<file path="src/rtl/twt_pkg.sv">
// Package: shared types for the interval/settling timer.
// Assumes: three operating states are enough to describe standby handling.
package twt_pkg;

    // Operating state of the block.
    typedef enum logic [1:0] {
        ST_RUN    = 2'd0,   // normal operation, counter may run in interval mode
        ST_SLEEP  = 2'd1,   // standby, oscillator stopped, waiting for a wake event
        ST_SETTLE = 2'd2    // standby, oscillator restarting, counting settle time
    } twt_state_e;

endpackage

</file>
<file path="src/rtl/twt_prescaler.sv">
// Module: power-of-two prescaler producing a one-cycle count enable.
// Behaviour: while run is high, a free counter advances; tick is high when
//            its low (sel+1) bits are all ones, i.e. every 2^(sel+1) clocks.
// Assumes: the counter restarts from zero whenever run is low.
module twt_prescaler #(
    parameter int SEL_W = 3
) (
    input  logic             clk,
    input  logic             rst_n,
    input  logic             run,
    input  logic [SEL_W-1:0] sel,
    output logic             tick
);
    localparam int PRE_W = 2 ** SEL_W;

    logic [PRE_W-1:0] pre;
    logic [PRE_W-1:0] mask;

    // Build the low-bit mask: bit i is set when i <= sel.
    for (genvar gi = 0; gi < PRE_W; gi++) begin : g_mask
        assign mask[gi] = (gi <= int'(sel));
    end

    // Tick when all selected low bits of the prescaler are ones.
    assign tick = run && ((pre & mask) == mask);

    // Advance the prescaler while running, clear it otherwise.
    always_ff @(posedge clk) begin
        if (!rst_n) begin
            pre <= '0;
        end else if (run) begin
            pre <= pre + PRE_W'(1);
        end else begin
            pre <= '0;
        end
    end

    // Division is at least two, so two ticks never come back to back.
    assert_tick_spaced_R2: assert property (@(posedge clk) disable iff (!rst_n)
        tick |=> !tick);

endmodule

</file>
<file path="src/rtl/twt_counter.sv">
// Module: up-counter with synchronous clear and a wrap strobe.
// Behaviour: clear wins over step; wrap is high on a step taken at all-ones.
// Assumes: step is a single-cycle enable from the prescaler.
module twt_counter #(
    parameter int CNT_W = 8
) (
    input  logic             clk,
    input  logic             rst_n,
    input  logic             clear,
    input  logic             step,
    output logic [CNT_W-1:0] count,
    output logic             wrap
);
    localparam logic [CNT_W-1:0] CNT_MAX = {CNT_W{1'b1}};

    // Flag the step that takes the count from all-ones back to zero.
    assign wrap = step && (count == CNT_MAX);

    // Hold, clear or advance the count.
    always_ff @(posedge clk) begin
        if (!rst_n) begin
            count <= '0;
        end else if (clear) begin
            count <= '0;
        end else if (step) begin
            count <= count + CNT_W'(1);
        end
    end

    assert_hold_without_step_R5: assert property (@(posedge clk) disable iff (!rst_n)
        (!step && !clear) |=> $stable(count));

    assert_wrap_to_zero_R3: assert property (@(posedge clk) disable iff (!rst_n)
        wrap |=> (count == '0));

endmodule

</file>
<file path="src/rtl/twt_standby_fsm.sv">
// Module: standby sequencer (run -> sleep -> settle -> run).
// Behaviour: a request is accepted only from run with the timer disabled;
//            a wake event starts settling; the settling wrap returns to run.
// Assumes: settle_wrap is only meaningful in the settle state.
module twt_standby_fsm
    import twt_pkg::*;
(
    input  logic       clk,
    input  logic       rst_n,
    input  logic       sby_req,
    input  logic       tmr_en,
    input  logic       wake_any,
    input  logic       settle_wrap,
    output twt_state_e state,
    output logic       entering
);
    twt_state_e state_nx;

    // Accept a standby request only when running and the timer is off.
    assign entering = (state == ST_RUN) && sby_req && !tmr_en;

    // Next-state selection.
    always_comb begin
        state_nx = state;
        unique case (state)
            ST_RUN:    if (entering)    state_nx = ST_SLEEP;
            ST_SLEEP:  if (wake_any)    state_nx = ST_SETTLE;
            ST_SETTLE: if (settle_wrap) state_nx = ST_RUN;
            default:                    state_nx = ST_RUN;
        endcase
    end

    // State register.
    always_ff @(posedge clk) begin
        if (!rst_n) begin
            state <= ST_RUN;
        end else begin
            state <= state_nx;
        end
    end

    assert_refuse_when_enabled_R7: assert property (@(posedge clk) disable iff (!rst_n)
        (state == ST_RUN && tmr_en) |=> (state == ST_RUN));

    assert_wake_needed_R9: assert property (@(posedge clk) disable iff (!rst_n)
        (state == ST_SLEEP && !wake_any) |=> (state == ST_SLEEP));

endmodule

</file>
<file path="src/rtl/twt_irq_flag.sv">
// Module: interrupt pulse register and sticky status flag.
// Behaviour: pulse follows set_evt by one edge; the flag sets with it and
//            clears on clr; set has priority over a simultaneous clear.
// Assumes: set_evt is a single-cycle event.
module twt_irq_flag (
    input  logic clk,
    input  logic rst_n,
    input  logic set_evt,
    input  logic clr,
    output logic pulse,
    output logic flag
);
    // Register the one-cycle interrupt pulse.
    always_ff @(posedge clk) begin
        if (!rst_n) begin
            pulse <= 1'b0;
        end else begin
            pulse <= set_evt;
        end
    end

    // Sticky flag with set-over-clear priority.
    always_ff @(posedge clk) begin
        if (!rst_n) begin
            flag <= 1'b0;
        end else if (set_evt) begin
            flag <= 1'b1;
        end else if (clr) begin
            flag <= 1'b0;
        end
    end

    assert_flag_with_pulse_R4: assert property (@(posedge clk) disable iff (!rst_n)
        pulse |-> flag);

    assert_flag_falls_on_clear_R4: assert property (@(posedge clk) disable iff (!rst_n)
        $fell(flag) |-> $past(clr));

endmodule

</file>
<file path="src/rtl/tick_wake_timer.sv">
// Module: interval timer whose counter doubles as the standby settling timer.
// Behaviour: counts in interval mode and interrupts on each wrap; on standby
//            clears the count, captures the clock select, and after a wake
//            counts one full period before releasing the clock.
// Assumes: control fields come from an external register; outputs are
//          registered or decoded directly from state.
module tick_wake_timer
    import twt_pkg::*;
#(
    parameter int CNT_W  = 8,
    parameter int SEL_W  = 3,
    parameter int WAKE_W = 4
) (
    input  logic              clk,
    input  logic              rst_n,
    input  logic              tmr_en,
    input  logic              tmr_mode,
    input  logic [SEL_W-1:0]  clk_sel,
    input  logic              flag_clr,
    input  logic              sby_req,
    input  logic              wake_nmi,
    input  logic [WAKE_W-1:0] wake_irq,
    output logic [CNT_W-1:0]  count_o,
    output logic              int_pulse,
    output logic              int_flag,
    output logic              sby_active,
    output logic              clk_release
);
    twt_state_e       state;
    logic             entering;
    logic             wake_any;
    logic             run;
    logic             tick;
    logic             wrap;
    logic             ivl_wrap;
    logic             settle_wrap;
    logic [SEL_W-1:0] sel_hold;
    logic [SEL_W-1:0] sel_eff;
    logic             rel_q;

    // Any wake line counts as a wake event.
    assign wake_any = wake_nmi || (|wake_irq);

    // Counting runs in interval mode or while settling.
    assign run = ((state == ST_RUN) && tmr_en && !tmr_mode) || (state == ST_SETTLE);

    // Settling uses the captured select, normal running the live one.
    assign sel_eff = (state == ST_RUN) ? clk_sel : sel_hold;

    // Split the counter wrap by the state it happened in.
    assign ivl_wrap    = wrap && (state == ST_RUN);
    assign settle_wrap = wrap && (state == ST_SETTLE);

    // Capture the clock select on standby entry.
    always_ff @(posedge clk) begin
        if (!rst_n) begin
            sel_hold <= '0;
        end else if (entering) begin
            sel_hold <= clk_sel;
        end
    end

    // Register the clock-release pulse.
    always_ff @(posedge clk) begin
        if (!rst_n) begin
            rel_q <= 1'b0;
        end else begin
            rel_q <= settle_wrap;
        end
    end

    twt_standby_fsm u_fsm (
        .clk         (clk),
        .rst_n       (rst_n),
        .sby_req     (sby_req),
        .tmr_en      (tmr_en),
        .wake_any    (wake_any),
        .settle_wrap (settle_wrap),
        .state       (state),
        .entering    (entering)
    );

    twt_prescaler #(.SEL_W(SEL_W)) u_pre (
        .clk   (clk),
        .rst_n (rst_n),
        .run   (run),
        .sel   (sel_eff),
        .tick  (tick)
    );

    twt_counter #(.CNT_W(CNT_W)) u_cnt (
        .clk   (clk),
        .rst_n (rst_n),
        .clear (entering),
        .step  (tick),
        .count (count_o),
        .wrap  (wrap)
    );

    twt_irq_flag u_irq (
        .clk     (clk),
        .rst_n   (rst_n),
        .set_evt (ivl_wrap),
        .clr     (flag_clr),
        .pulse   (int_pulse),
        .flag    (int_flag)
    );

    assign sby_active  = (state != ST_RUN);
    assign clk_release = rel_q;

    assert_release_ends_standby_R11: assert property (@(posedge clk) disable iff (!rst_n)
        clk_release |-> (!sby_active && $past(sby_active)));

    assert_no_irq_from_settle_R11: assert property (@(posedge clk) disable iff (!rst_n)
        int_pulse |-> !$past(sby_active));

    assert_select_held_R10: assert property (@(posedge clk) disable iff (!rst_n)
        (sby_active && $past(sby_active)) |-> $stable(sel_hold));

    assert_entry_clears_count_R8: assert property (@(posedge clk) disable iff (!rst_n)
        $rose(sby_active) |-> (count_o == '0));

endmodule

</file>
<file path="config.mk">
export PLATFORM = sky130hd
export DESIGN_NAME = tick_wake_timer
export DESIGN_NICKNAME = d
export VERILOG_FILES = /design/src/rtl/twt_pkg.sv /design/src/rtl/twt_prescaler.sv /design/src/rtl/twt_counter.sv /design/src/rtl/twt_standby_fsm.sv /design/src/rtl/twt_irq_flag.sv /design/src/rtl/tick_wake_timer.sv
export SDC_FILE = /design/constraint.sdc
export NUM_CORES = 1
export LEC_CHECK = 0
export CAP_MARGIN = 15
export CORE_ASPECT_RATIO = 1.2
export CORE_MARGIN = 2
export CORE_UTILIZATION = 52
export CTS_BUF_LIST = sky130_fd_sc_hd__clkbuf_2
export CTS_CLUSTER_SIZE = 25
export DETAILED_ROUTE_END_ITERATION = 7
export MAX_ROUTING_LAYER = met4
export PLACE_DENSITY_LB_ADDON = 0.2
export SKIP_CTS_REPAIR_TIMING = 1
export SLEW_MARGIN = 20
export SYNTH_ARGS = -nofsm -noshare
export SYNTH_HDL_FRONTEND = slang
export SYNTH_SLANG_ARGS = --single-unit
</file>
<file path="constraint.sdc">
create_clock -name clk -period 2.74 [get_ports clk]
set_input_delay 0.822 -clock clk [delete_from_list [all_inputs] [get_ports clk]]
set_output_delay 0.822 -clock clk [all_outputs]
set_load 0.1 [all_outputs]
</file>
==> key figures <==
Power
  • Int Pwr: 431 µW
  • Power Dens Cells: 394 mW/mm²
  • Sw frac: 26.3%
  • Reg power frac: 62.1%
  • Logic pwr share: 15.4%
  • Pleak: 0.581 nW
  • Sw power: 154 µW
  • Peak supply drop: 0.000283 V
  • Clock power share: 22.5%

Global routing
  • Global-route wire length before repair: 4080 µm
  • Pin count of the biggest net entering global routing: 14
  • Vias in the first global route: 1012
  • Initial antenna violation count: 0
  • Tot GR Track Use: 21.1%
  • Global-route congestion overflow total: 0

Layout
  • P&R area growth vs syn: 24.2%
  • Fraction of layout cells with a size suffix above 1: 21.3%
  • Layout fillers: 207
  • Finished Layout Cells: 186
  • Layout Nets: 172
  • Sequential Area: 480 µm²
  • Footprint of the multi-input gates: 673 µm²
  • N_diodes: 0

Setup path
  • RR Endpoint: u_cnt.count[1]
  • CP delay by family, top: buffers and inverters
  • CP max stage cell: clkdlybuf4s50_1
  • CP peak stage delay: 0.45 ns
  • Critical path arrival: 2.60 ns
  • R2R depth: 7
  • Worst R2R Setup Slack: 0.72 ns
  • Crit end category: register
  • Crit-path max FO: 5
  • Worst path cell trace: clkdlybuf4s50_1, inv_1, o21ai_0, o2111ai_1, buf_4, nor3_2, mux2i_1, nor2_1
  • Setup crit start kind: primary input
  • Critical Path RT: 2.98 ns
  • Crit path buffers/inverters: 3
  • RR Startpoint: u_fsm.state[0]
  • Worst Path Class, Setup: in -> reg

STA
  • Setup violators final: 0
  • Worst-Margin Slew: 0.398 ns
  • Crit share post-route: 86.0%
  • Clock Skews: 0.00266 ns
  • Total negative slack: 0 ns
  • RSZ-0062 raised after global routing: no
  • FMAX: 0.424 GHz
  • Final min period: 2.36 ns
  • Hold Violations, Final: 0
  • Slew HR: 73.4%
  • Slew Limit Fails: 0

Drt
  • Post-DR vias/cell: 5.27
  • DRC: 0
  • Via count: 981
  • Detailed Route Iter0 Violations: 10
  • Routed WL: 2340 µm
  • Antenna-violating nets left: 0
  • WL/cell: 12.6 µm
  • 1st-pass router iterations: 4

Hold path
  • WHS Path Cells: 1
  • Hold Crit Class: reg -> reg
  • Sink of the worst hold path: u_irq.flag
  • Worst hold start: u_irq.flag

Yosys
  • Post-Syn Nets: 141
  • Area share of the largest cell type after synthesis: 40.3%
  • Post-synthesis sequential area ratio: 40.3%
  • Syn. warnings: 0
  • Post-synth EDFFs: 0
  • Post-Syn Instances: 125
  • Synth area leaders: dfxtp_1, mux2i_1, xnor2_1
  • Synth Cell Area: 0.00119 mm²
  • Dominant synthesized flop cell: dfxtp_1
  • Synth area leader: dfxtp_1
  • Ys async rst share: 0%
  • Synthesized area per cell: 9.55 µm²
  • Synthesis-stage register bit count: 24
  • Yosys cell types: 44

Run
  • Max Cap Viol: 0

Floorplan
  • Core area: 0.00223 mm²
  • Row Count: 19
  • Top Ports: 26
  • Die area: 0.00270 mm²
  • Chip height: 56.5 µm
  • Die X: 47.7 µm
  • Initial Util: 53.4%

CTS
  • Worst-Skew Late Latency: 0.33 ns
  • TritonCTS buffer count: 3
  • CTS tree: done
  • Clock buffer depth: 2
  • Clk sinks: 24
  • Clock Pin Slew Worst Setup and Hold Paths: 0.21 ns
  • H-Tree Depth: 1
  • CTS Root Cell: clkbuf_2

Placed design
  • I/O Buffers: 25
  • HPWL Detailed: 1880 µm
  • GP Congestion: 0.815
  • Dpl cells: 182

Run status
  • Outcome: complete, no violations
-- power by group through the flow --
stage	Sequential (mW)	Clock (mW)	Combinational (mW)
CTS	0.364	0.138	0.0910
global placement	0.370	0	0.0886
global route	0.365	0.154	0.0968
floorplan	0.367	0	0.0558
detailed placement	0.370	0	0.0907
finish	0.363	0.132	0.0899
-- metrics by stage --
stage | instance area, µm² | hold slack, ns | setup slack (ns) | utilization [%] | total power, mW
6_report | 1480 | 0.508 | 0.383 | 66.3 | 0.585
5_1_grt | 1480 | 0.545 | 0.283 | 66.3 | 0.616
4_1_cts | 1480 | 0.512 | 0.416 | 66.3 | 0.593
3_5_place_dp | 1460 | 0.468 | 0.0374 | 65.5 | 0.461
3_3_place_gp | 1460 | 0.453 | 0.0628 | 65.5 | 0.458
2_1_floorplan | 1190 | 0.449 | 0.527 | - | 0.423
-- cell usage after synthesis, types with 2 or more instances --
master and instances:
dfxtp_1 24, nor2_1 14, xnor2_1 8, mux2i_1 7
nor2b_1 7, nand2_1 6, nand3_1 5, and3_1 4
inv_1 4, nand4_1 3, nor4_1 3, xor2_1 3
and2_1 2, and3_2 2, ha_1 2, nor4b_1 2
o21ai_0 2
-- metal layers --
layer	part of all wire, %	GRT usage, %	up-vias
li1	-	-	506
met1	44	24.2	456
met2	51	34.3	13
met3	2.5	3.22	6
met4	2.4	10.0	0
met5	0	-	-
-- area by class of cell --
| class | instances | share of cell area, % |
|---|---|---|
| sequential | 24 | 32.4 |
| tap | 31 | 2.62 |
| multi-input combinational | 93 | 45.4 |
| clock inverter | 1 | 0.253 |
| clock buffer | 3 | 1.01 |
| timing repair buffer | 29 | 16.9 |
| inverter | 5 | 1.43 |
-- worst max-delay path by stage --
stage	start	endpoint	slack (ns)	depth (start not counted)
2_1_floorplan	clk_sel[0]	u_cnt.count[7]	0.53	6
3_3_place_gp	clk_sel[0]	u_cnt.count[2]	0.06	8
3_5_place_dp	clk_sel[0]	u_cnt.count[1]	0.04	8
4_1_cts	clk_sel[0]	u_cnt.count[7]	0.42	7
5_1_grt	tmr_en	u_cnt.count[4]	0.28	8
6_report	tmr_en	u_cnt.count[1]	0.38	8
-- cell usage in the layout, fill, tap and decap left out, drive strengths merged, types with 3 or more instances in the layout --
master and count:
nand3 5, dfxtp 24, xnor2 8, clkdlybuf4s50 13
nor2 16, nor2b 7, buf 16, clkbuf 3
nor4 3, xor2 3, mux2i 7, nand2 6
nand4 3, inv 5, and3 6
-- registers in the layout (all words and copies together), names as in the netlist --
register / cells
clk_release: 1
u_irq.flag: 1
sel_hold: 3
u_pre.pre: 8
u_fsm.state: 2
u_cnt.count: 8
u_irq.pulse: 1
-- cells by family after synthesis --
family          count (synthesis)  synth area share [%]
buf+inv                         8                  3.35
simple gates                   58                  29.6
xor+xnor                       11                  8.07
compound gates                 15                  10.8
fa+ha+maj                       2                  2.10
mux                             7                  5.87
flops                          24                  40.3
No activity file was read; power rests on OpenSTA's default activity.
